===== config.mk =====
export PLATFORM = sky130hd
export DESIGN_NAME = serial_regif
export DESIGN_NICKNAME = d
export VERILOG_FILES = /design/src/rtl/tws_pkg.sv /design/src/rtl/tws_sync.sv /design/src/rtl/tws_rx.sv /design/src/rtl/tws_commit.sv /design/src/rtl/tws_bank.sv /design/src/rtl/serial_regif.sv
export SDC_FILE = /design/constraint.sdc
export NUM_CORES = 1
export LEC_CHECK = 0
export BUFFER_PORTS_ARGS = -buffer_cell sky130_fd_sc_hd__buf_2
export CORE_UTILIZATION = 55
export CTS_BUF_LIST = sky130_fd_sc_hd__clkbuf_16
export DETAILED_ROUTE_END_ITERATION = 10
export PLACE_DENSITY = 0.86
export RECOVER_POWER = 25
export SETUP_SLACK_MARGIN = 0.4
export SLEW_MARGIN = 15
export SYNTH_ARGS = -nofsm -noshare
export SYNTH_HDL_FRONTEND = slang
export SYNTH_SLANG_ARGS = --single-unit

===== constraint.sdc =====
create_clock -name clk -period 5.2 [get_ports clk]
set_clock_uncertainty 0.1 [all_clocks]
set_input_delay 0.52 -clock clk [delete_from_list [all_inputs] [get_ports clk]]
set_output_delay 0.52 -clock clk [all_outputs]
set_load 0.01 [all_outputs]

===== src/rtl/tws_pkg.sv =====
package tws_pkg;

    localparam int ADDR_W    = 8;
    localparam int DATA_W    = 16;
    localparam int REG_COUNT = 16;

    // slots whose position other logic decodes
    localparam int A_CDS        = 2;
    localparam int A_VGA        = 3;
    localparam int A_CLAMP      = 4;
    localparam int A_SWRST      = 11;
    localparam int A_SYNCPOL    = 13;
    localparam int A_STAGE_MASK = 14;
    localparam int N_STAGED     = A_CLAMP - A_CDS + 1;

    typedef enum logic [1:0] {
        RX_IDLE = 2'd0,
        RX_ADDR = 2'd1,
        RX_DATA = 2'd2
    } rx_state_t;

    function automatic int slot_width(input int a);
        case (a)
            0:       return 11;
            1:       return 7;
            2:       return 3;
            3:       return 10;
            4:       return 11;
            5:       return 4;
            6:       return 6;
            8, 9:    return 12;
            14:      return 7;
            7, 10, 11, 12, 13: return 1;
            default: return 0;
        endcase
    endfunction

    function automatic logic [DATA_W-1:0] slot_mask(input int a);
        int w;
        w = slot_width(a);
        if (w == 0) return '0;
        return {DATA_W{1'b1}} >> (DATA_W - w);
    endfunction

    function automatic logic [DATA_W-1:0] slot_default(input int a);
        case (a)
            0:       return 16'h0504;
            2:       return 16'h0001;
            3:       return 16'h000F;
            4:       return 16'h01EC;
            6:       return 16'h0006;
            8, 9:    return 16'h0FFF;
            12:      return 16'h0001;
            default: return 16'h0000;
        endcase
    endfunction

endpackage


===== src/rtl/tws_sync.sv =====
module tws_sync #(
    parameter int               WIDTH   = 1,
    parameter int               STAGES  = 2,
    parameter logic [WIDTH-1:0] RST_VAL = '0
) (
    input  logic             clk,
    input  logic             rst,
    input  logic [WIDTH-1:0] d,
    output logic [WIDTH-1:0] q
);
    logic [STAGES-1:0][WIDTH-1:0] stg;

    always_ff @(posedge clk) begin
        if (rst) begin
            for (int i = 0; i < STAGES; i++) stg[i] <= RST_VAL;
        end else begin
            stg[0] <= d;
            for (int i = 1; i < STAGES; i++) stg[i] <= stg[i-1];
        end
    end

    assign q = stg[STAGES-1];
endmodule


===== src/rtl/tws_rx.sv =====
module tws_rx
    import tws_pkg::*;
#(
    parameter int AW = ADDR_W,
    parameter int DW = DATA_W
) (
    input  logic          clk,
    input  logic          rst,
    input  logic          sl_n,
    input  logic          sck,
    input  logic          sdata,
    output logic          wr_stb,
    output logic [AW-1:0] wr_addr,
    output logic [DW-1:0] wr_data
);
    localparam int            CNT_W     = $clog2(DW);
    localparam logic [CNT_W-1:0] ADDR_LAST = CNT_W'(AW - 1);
    localparam logic [CNT_W-1:0] DATA_LAST = CNT_W'(DW - 1);

    rx_state_t        state_q, state_d;
    logic             sck_q;
    logic             sck_rise;
    logic [CNT_W-1:0] bit_cnt;
    logic [AW-1:0]    addr_q;
    logic [DW-2:0]    shift_q;

    assign sck_rise = sck & ~sck_q;

    always_ff @(posedge clk) begin
        if (rst) sck_q <= 1'b0;
        else     sck_q <= sck;
    end

    // state register
    always_ff @(posedge clk) begin
        if (rst) state_q <= RX_IDLE;
        else     state_q <= state_d;
    end

    // transitions
    always_comb begin
        state_d = state_q;
        unique case (state_q)
            RX_IDLE: if (!sl_n) state_d = RX_ADDR;
            RX_ADDR: begin
                if (sl_n)                                 state_d = RX_IDLE;
                else if (sck_rise && bit_cnt == ADDR_LAST) state_d = RX_DATA;
            end
            RX_DATA: if (sl_n) state_d = RX_IDLE;
            default: state_d = RX_IDLE;
        endcase
    end

    // datapath and outputs
    always_ff @(posedge clk) begin
        if (rst) begin
            bit_cnt <= '0;
            addr_q  <= '0;
            shift_q <= '0;
            wr_stb  <= 1'b0;
            wr_addr <= '0;
            wr_data <= '0;
        end else begin
            wr_stb <= 1'b0;
            unique case (state_q)
                RX_IDLE: bit_cnt <= '0;
                RX_ADDR: begin
                    if (sl_n) begin
                        bit_cnt <= '0;
                    end else if (sck_rise) begin
                        addr_q  <= {sdata, addr_q[AW-1:1]};
                        bit_cnt <= (bit_cnt == ADDR_LAST) ? '0 : bit_cnt + 1'b1;
                    end
                end
                RX_DATA: begin
                    if (sl_n) begin
                        bit_cnt <= '0;
                    end else if (sck_rise) begin
                        shift_q <= {sdata, shift_q[DW-2:1]};
                        if (bit_cnt == DATA_LAST) begin
                            wr_stb  <= 1'b1;
                            wr_addr <= addr_q;
                            wr_data <= {sdata, shift_q};
                            addr_q  <= addr_q + 1'b1;
                            bit_cnt <= '0;
                        end else begin
                            bit_cnt <= bit_cnt + 1'b1;
                        end
                    end
                end
                default: bit_cnt <= '0;
            endcase
        end
    end
endmodule


===== src/rtl/tws_commit.sv =====
module tws_commit (
    input  logic clk,
    input  logic rst,
    input  logic vs,
    input  logic rise_sel,
    output logic commit
);
    logic vs_q;
    logic edge_hit;

    assign edge_hit = rise_sel ? (vs & ~vs_q) : (~vs & vs_q);

    always_ff @(posedge clk) begin
        if (rst) begin
            vs_q   <= 1'b0;
            commit <= 1'b0;
        end else begin
            vs_q   <= vs;
            commit <= edge_hit;
        end
    end
endmodule


===== src/rtl/tws_bank.sv =====
module tws_bank
    import tws_pkg::*;
#(
    parameter int AW = ADDR_W,
    parameter int DW = DATA_W,
    parameter int NR = REG_COUNT
) (
    input  logic           clk,
    input  logic           rst,
    input  logic           wr_stb,
    input  logic [AW-1:0]  wr_addr,
    input  logic [DW-1:0]  wr_data,
    input  logic           commit,
    output logic [NR*DW-1:0] regs
);
    logic soft_rst;
    assign soft_rst = regs[A_SWRST*DW];

    for (genvar g = 0; g < NR; g++) begin : g_slot
        localparam logic [DW-1:0] DEF   = slot_default(g);
        localparam logic [DW-1:0] WMASK = slot_mask(g);
        logic          hit;
        logic [DW-1:0] q;

        assign hit = wr_stb && (wr_addr == AW'(g));
        assign regs[g*DW +: DW] = q;

        if (g >= A_CDS && g <= A_CLAMP) begin : g_staged
            logic          sel;
            logic [DW-1:0] shadow_q;
            assign sel = regs[A_STAGE_MASK*DW + (g - A_CDS)];

            always_ff @(posedge clk) begin
                if (rst || soft_rst) begin
                    q        <= DEF;
                    shadow_q <= DEF;
                end else begin
                    if (hit) shadow_q <= wr_data & WMASK;
                    if (hit && !sel)        q <= wr_data & WMASK;
                    else if (commit && sel) q <= shadow_q;
                end
            end
        end else begin : g_direct
            always_ff @(posedge clk) begin
                if (rst || soft_rst) q <= DEF;
                else if (hit)        q <= wr_data & WMASK;
            end
        end
    end
endmodule


===== src/rtl/serial_regif.sv =====
module serial_regif
    import tws_pkg::*;
#(
    parameter int SYNC_STAGES = 2,
    parameter int AW          = ADDR_W,
    parameter int DW          = DATA_W,
    parameter int NR          = REG_COUNT
) (
    input  logic             clk,
    input  logic             rst,
    input  logic             sl_n,
    input  logic             sck,
    input  logic             sdata,
    input  logic             vsync,
    output logic [NR*DW-1:0] regs_o
);
    logic [3:0]    raw, synced;
    logic          wr_stb;
    logic [AW-1:0] wr_addr;
    logic [DW-1:0] wr_data;
    logic          commit;

    assign raw = {vsync, sdata, sck, sl_n};

    tws_sync #(
        .WIDTH  (4),
        .STAGES (SYNC_STAGES),
        .RST_VAL(4'b0001)
    ) u_sync (
        .clk(clk),
        .rst(rst),
        .d  (raw),
        .q  (synced)
    );

    tws_rx #(.AW(AW), .DW(DW)) u_rx (
        .clk    (clk),
        .rst    (rst),
        .sl_n   (synced[0]),
        .sck    (synced[1]),
        .sdata  (synced[2]),
        .wr_stb (wr_stb),
        .wr_addr(wr_addr),
        .wr_data(wr_data)
    );

    tws_commit u_commit (
        .clk     (clk),
        .rst     (rst),
        .vs      (synced[3]),
        .rise_sel(regs_o[A_SYNCPOL*DW]),
        .commit  (commit)
    );

    tws_bank #(.AW(AW), .DW(DW), .NR(NR)) u_bank (
        .clk    (clk),
        .rst    (rst),
        .wr_stb (wr_stb),
        .wr_addr(wr_addr),
        .wr_data(wr_data),
        .commit (commit),
        .regs   (regs_o)
    );
endmodule


* Word-level counts from Yosys, hierarchy flattened
Index checks and enable logic that the tools add are counted.
** Operators by class
- Reduce and logical (&&, ||, !) cells :: 38
- $add $sub $neg :: 2
- Mux-type cells :: 26
- Equal/unequal tests :: 28
- Bitwise operators :: 9
** Operators with widths (number)
- $eq 8x4->1 const B :: 7
- $mux 8 :: 5
- $eq 8x3->1 const B :: 4
- $mux 4 :: 6
- $logic_and 1x1->1 :: 22
- $mux 11 :: 2
- $mux 10 :: 2
- $eq 8x2->1 const B :: 2
- $pmux 8 s2 :: 1
- $ne 3x2->1 const B :: 3
- $add 8x1->8 const B :: 1
- $eq 8x1->1 const B :: 1
- $logic_not 8->1 :: 1
- $mux 2 :: 4
- $ne 2x2->1 const B :: 4
- $pmux 4 s2 :: 1
- $reduce_bool 2->1 :: 4
- $mux 3 :: 2
- $ne 2x1->1 const B :: 3
- $not 1->1 :: 6
- $pmux 2 s3 :: 1
- $reduce_and 3->1 :: 2
- $reduce_and 6->1 :: 1
- $add 4x1->4 const B :: 1
- other kinds (12) :: 17
** Storage, ports and cells
- Logic and storage cells :: 133
- Register bits after elaboration :: 173
- Output and inout bits :: 256

* Depth between registers and ports, before layout
- Depth in word-level cells :: 6
- Mapped depth :: 8

* Modules after synthesis
Synthesis repeated with hierarchy kept, for this count alone.
** Unflattened totals
- Cells, all modules :: 989
- Area, all modules :: 8237.9 um2
** Modules (own cells, without submodules)
- tws_bank :: times used 1, cells an instance 665, area an instance 5615.4 um2
- tws_rx :: times used 1, cells an instance 298, area an instance 2311.0 um2
- tws_sync :: times used 1, cells an instance 20, area an instance 240.2 um2
- tws_commit :: times used 1, cells an instance 6, area an instance 71.3 um2

* Worst setup path after synthesis
Ideal clock, no wire load.
- Path type :: input port to flip-flop
- From :: input port rst
- To :: register u_bank.g_slot[1].q[0]
- Arrival :: 1.528 ns
- Required time :: 4.972 ns
- Path slack :: 3.445 ns
- Buffers on the path :: 4
- Stages :: 6
- Path through :: buf_2 or2_2 clkbuf_1 clkbuf_1 clkbuf_1 nor2_1
** On the way
- Word-level cells in the longest chain between the ends :: 1
** Ends and longest elaborated chain
- start, declared :: RTL line serial_regif.sv:10 : input logic rst,
- $logic_or 1x1->1 :: RTL line tws_bank.sv:45 : if (rst || soft_rst) q <= DEF;
- end signal, assigned :: RTL line tws_bank.sv:46 : else if (hit) q <= wr_data & WMASK;
- end, declared :: RTL line tws_bank.sv:23 : logic [DW-1:0] q;
Every way passes these cells.
A chain may end at the register's enable or synchronous reset.

* Final worst setup path
- From :: register u_rx.wr_addr[4]
- To :: register u_bank.g_slot[0].q[9]
** On the way
- Word-level cells in the longest chain between the ends :: 2
** Ends and longest elaborated chain
- start, declared :: RTL line tws_rx.sv:13 : output logic [AW-1:0] wr_addr,
- start signal, assigned :: RTL line tws_rx.sv:82 : wr_addr <= addr_q;
- $logic_not 8->1 :: RTL line tws_bank.sv:25 : assign hit = wr_stb && (wr_addr == AW'(g));
- $logic_and 1x1->1 :: RTL line tws_bank.sv:25
- end signal, assigned :: RTL line tws_bank.sv:46
- end, declared :: RTL line tws_bank.sv:23
Every way passes these cells.

==> impl_metrics.xml <==
<?xml version="1.0" encoding="UTF-8"?>
<metrics>
  <group name="status">
    <metric name="run_status" unit="">finished, violations left</metric>
    <metric name="violations" unit="">max-capacitance violations, max-slew violations</metric>
  </group>
  <group name="worst_hold_path">
    <metric name="min_path_cells" unit="">2</metric>
    <metric name="min_from" unit="">sl_n</metric>
    <metric name="hold-path-endpoint" unit="">u_sync.stg[0]$_SDFF_PP1_</metric>
    <metric name="holdCritPathClass" unit="">in2reg</metric>
  </group>
  <group name="sta">
    <metric name="fin_tns_setup" unit="ps">0</metric>
    <metric name="timing.final.crit_period" unit="ps">2826</metric>
    <metric name="setup_slack" unit="ps">2374</metric>
    <metric name="highest_attainable_clock_frequency" unit="MHz">353.9</metric>
    <metric name="slew_headroom" unit="%">-40.54</metric>
    <metric name="tightestPinTransition" unit="ps">2108</metric>
    <metric name="post-route-period-util" unit="%">54.34</metric>
    <metric name="slew_violations" unit="">51</metric>
    <metric name="finalSetupViolCount" unit="">0</metric>
    <metric name="final-hold-violation-count" unit="">0</metric>
    <metric name="setup_repair_after_global_routing_missed_its_margin" unit="">false</metric>
  </group>
  <group name="worst_setup_path">
    <metric name="critical_path.startpoint_type" unit="">register</metric>
    <metric name="reg2reg_from" unit="">u_rx.wr_addr[4]$_SDFFE_PP0P_</metric>
    <metric name="cp.arrival" unit="ps">3000</metric>
    <metric name="path_max_fanout" unit="">22</metric>
    <metric name="worst_setup_path_end_kind" unit="">register</metric>
    <metric name="cp_top_family" unit="">simple AND/OR/NAND/NOR gates</metric>
    <metric name="reg2reg_to" unit="">u_bank.g_slot[0].q[9]$_SDFFE_PP0P_</metric>
    <metric name="timing.critical_path.required" unit="ps">5370</metric>
    <metric name="path_cells" unit="">nor4b_4, nand3_1, mux2i_1, nor2_1</metric>
    <metric name="critical_setup_path_kind" unit="">reg2reg</metric>
    <metric name="worst-r2r-setup-slack" unit="ps">2370</metric>
    <metric name="register_to_register_path_depth" unit="">4</metric>
    <metric name="crit_path_top_delay_cell" unit="">nor4b_4</metric>
    <metric name="crit_buf_inv" unit="">0</metric>
    <metric name="timing.critical_path.slowest_cell_delay" unit="ps">920</metric>
  </group>
  <group name="die">
    <metric name="coreArea" unit="um^2">14100</metric>
    <metric name="fp-row-count" unit="">43</metric>
    <metric name="die_x" unit="um">123.2</metric>
    <metric name="io_pins" unit="">262</metric>
    <metric name="vertical_extent_of_the_die" unit="um">123.2</metric>
    <metric name="die-area" unit="um^2">15190</metric>
    <metric name="floorplan.initialDensity" unit="%">57.36</metric>
  </group>
  <group name="clocking">
    <metric name="htree_num_levels" unit="">4</metric>
    <metric name="numClockSinks" unit="">173</metric>
    <metric name="cts_inserted_buffers" unit="">17</metric>
    <metric name="clock_tree.root_cell" unit="">clkbuf_16</metric>
    <metric name="post-cts-setup-buffer-count" unit="">0</metric>
    <metric name="clk_transition_reported_paths" unit="ps">60</metric>
    <metric name="cts_resized" unit="">0</metric>
    <metric name="max-clock-path-buffers" unit="">2</metric>
    <metric name="clkLatencyLatePin" unit="ps">430</metric>
    <metric name="number_of_buffers_added_to_fix_hold_violations_after_cts" unit="">0</metric>
    <metric name="cts_tree" unit="">done</metric>
  </group>
  <group name="cells_and_area">
    <metric name="regArea" unit="um^2">3463</metric>
    <metric name="finalNetCount" unit="">991</metric>
    <metric name="postLayoutCellArea" unit="um^2">8472</metric>
    <metric name="layout.cells.most_common_list" unit="">173 x dfxtp_1, 168 x conb_1, 131 x nand2_1, 90 x mux2i_1, 79 x nor2_1</metric>
    <metric name="drive_above_1_share" unit="%">8.359</metric>
    <metric name="multi_input_comb_area" unit="um^2">3727</metric>
    <metric name="fin_cells" unit="">1173</metric>
    <metric name="n_fill_cell" unit="">1246</metric>
    <metric name="total_inserted_antenna_cells" unit="">0</metric>
    <metric name="area_delta_synth_final" unit="%">4.782</metric>
    <metric name="layout_commonest_cell" unit="">dfxtp_1</metric>
  </group>
  <group name="yosys">
    <metric name="synth-main-ff-cell" unit="">dfxtp_1</metric>
    <metric name="yosys.area.top_type_share" unit="%">42.84</metric>
    <metric name="async_reset_ff_share" unit="%">0</metric>
    <metric name="yosys_warnings" unit="">0</metric>
    <metric name="syn_area_per_cell" unit="um^2">8.750</metric>
    <metric name="synth_seq_area_share" unit="%">42.84</metric>
    <metric name="dominant_cells_by_area_after_synthesis" unit="">dfxtp_1 43%, buf_4 16%, mux2i_1 11%</metric>
    <metric name="post-synth-top-area-cell" unit="">dfxtp_1</metric>
    <metric name="synth_cell_type_count" unit="">48</metric>
    <metric name="ys_ff_latch" unit="">173</metric>
    <metric name="netlist_instances" unit="">924</metric>
    <metric name="post_synth_edffs" unit="">0</metric>
    <metric name="synth.cell_area" unit="um^2">8085</metric>
  </group>
  <group name="global_routing">
    <metric name="grt_pass1_wl" unit="um">25390</metric>
    <metric name="first_global_vias" unit="">5006</metric>
    <metric name="grt_max_degree" unit="">60</metric>
    <metric name="globalRoute.totalOverflow" unit="">0</metric>
    <metric name="grt_util_all_layers" unit="%">21.75</metric>
    <metric name="antenna_violations_before_repair" unit="">0</metric>
  </group>
  <group name="placed_design">
    <metric name="place.detailed.instances" unit="">1141</metric>
    <metric name="placedInstanceArea" unit="um^2">7910</metric>
    <metric name="io_buffers" unit="">93</metric>
    <metric name="gp_congestion" unit="">0.7926</metric>
    <metric name="dp_hpwl" unit="um">10640</metric>
    <metric name="pre_cts_slack" unit="ps">2476</metric>
  </group>
  <group name="routing">
    <metric name="remaining_drc_errors" unit="">0</metric>
    <metric name="num_vias" unit="">6003</metric>
    <metric name="postRouteWirelength" unit="um">17000</metric>
    <metric name="avgViaCountPerCell" unit="">5.118</metric>
    <metric name="detail_route.iter0.violations" unit="">528</metric>
    <metric name="routedWlPerCell" unit="um">14.50</metric>
    <metric name="drt-pass1-iter-count" unit="">5</metric>
    <metric name="final_antenna_net_count" unit="">0</metric>
  </group>
  <group name="power">
    <metric name="power.density_cell_area" unit="nW/um^2">329.6</metric>
    <metric name="static-leakage-power" unit="nW">3.944</metric>
    <metric name="irDropWorstVdd" unit="mV">0.2800</metric>
    <metric name="totalPowerFinal" unit="mW">2.792</metric>
  </group>
  <group name="job">
    <metric name="max_cap_viol_count" unit="">1</metric>
  </group>
</metrics>
==> per-layer routing <==
| layer | part of all wire [%] | vias to the layer above | track usage, % |
|---|---|---|---|
| li1 | - | 2855 | - |
| met1 | 43 | 2862 | 27.79 |
| met2 | 49 | 257 | 35.86 |
| met3 | 6.2 | 29 | 4.197 |
| met4 | 2.0 | 0 | 9.036 |
| met5 | 0 | - | 0 |
==> kinds of logic after synthesis <==
logic type | count (synthesis) | synth area share (%)
muxes | 91 | 11.28
buffers and inverters | 229 | 18.97
AOI/OAI and AO/OA | 107 | 7.567
other | 1 | 0.04638
adders and majority gates | 5 | 0.7738
DFF | 173 | 42.84
and+or+nand+nor | 318 | 18.52
==> Yosys cell counts, types with 2 or more instances <==
| cell | instances |
|---|---|
| buf_2 | 11 |
| nand2b_1 | 6 |
| nand3_2 | 2 |
| o21ai_1 | 6 |
| and2_1 | 3 |
| a22oi_1 | 11 |
| nor2_1 | 80 |
| or2_2 | 4 |
| and3_1 | 13 |
| nand2_1 | 131 |
| dfxtp_1 | 173 |
| nand3_1 | 38 |
| nor4b_4 | 2 |
| nor2b_1 | 14 |
| ha_1 | 5 |
| a211oi_1 | 4 |
| o21a_1 | 2 |
| nand4b_1 | 2 |
| nor3_1 | 5 |
| a32oi_1 | 3 |
| inv_1 | 3 |
| buf_6 | 2 |
| and4b_1 | 2 |
| buf_1 | 2 |
| buf_4 | 172 |
| mux2i_1 | 90 |
| nand4_1 | 4 |
| o21ai_0 | 25 |
| or3_1 | 3 |
| a21oi_1 | 50 |
| clkbuf_1 | 39 |
==> layout make-up <==
cell class	count	area share (%)
Clock buffer	17	5.021
Clock inverter	15	2.407
Inverter	3	0.1329
Multi-Input combinational cell	689	44.00
Sequential cell	173	40.88
Tap cell	180	2.658
Timing Repair Buffer	96	4.903
==> worst max-delay path by stage <==
stage | startpoint | to | slack, ps | depth (start not counted)
after floorplan | rst | u_bank.g_slot[1].q[0]$_SDFFE_PP0P_ | 3440 | 6
final | u_rx.wr_addr[4]$_SDFFE_PP0P_ | u_bank.g_slot[0].q[9]$_SDFFE_PP0P_ | 2370 | 4
after CTS | u_rx.wr_addr[4]$_SDFFE_PP0P_ | u_bank.g_slot[0].q[9]$_SDFFE_PP0P_ | 2420 | 4
after detailed placement | u_rx.wr_addr[4]$_SDFFE_PP0P_ | u_bank.g_slot[4].g_staged.shadow_q[5]$_SDFFE_PP1P_ | 2480 | 4
after global routing | rst | u_rx.bit_cnt[1]$_SDFFE_PP0P_ | 2150 | 5
after global placement | u_rx.state_q[0]$_SDFFE_PP0P_ | u_rx.wr_data[3]$_SDFFE_PP0P_ | 2580 | 8
==> flip-flops by register name, summed over array words and instances (netlist names) <==
register                         count
u_bank.g_slot.q                     88
u_bank.g_slot.g_staged.shadow_q     24
u_rx.shift_q                        15
u_rx.wr_data                        12
u_rx.addr_q                          8
u_rx.wr_addr                         8
u_rx.bit_cnt                         4
u_sync.q                             4
u_sync.stg                           4
u_rx.state_q                         2
u_commit.commit                      1
u_commit.vs_q                        1
u_rx.sck_q                           1
u_rx.wr_stb                          1
==> per-stage QoR <==
stage / utilization (%) / hold slack [ps]
detailed placement: 56.12 / 299.4
global placement: 56.12 / 293.2
global route: 60.10 / 177.5
floorplan: - / 289.5
CTS: 60.58 / 165.7
finish: 60.10 / 173.2
==> worst register-to-register path: cells and delay by family, from the launching register on <==
family / cells / cell delay (ps)
flip-flops: 1 / 330
AND/OR/NAND/NOR: 3 / 1820
multiplexers: 1 / 430
==> where the power goes <==
group,leakage [nW],switching (mW),internal (mW),total [mW]
Sequential,1.40,0.00369,1.33,1.33
Clock,0.310,0.511,0.842,1.35
Combinational,2.24,0.0909,0.0141,0.105
Power figures use the tool's default switching activity.
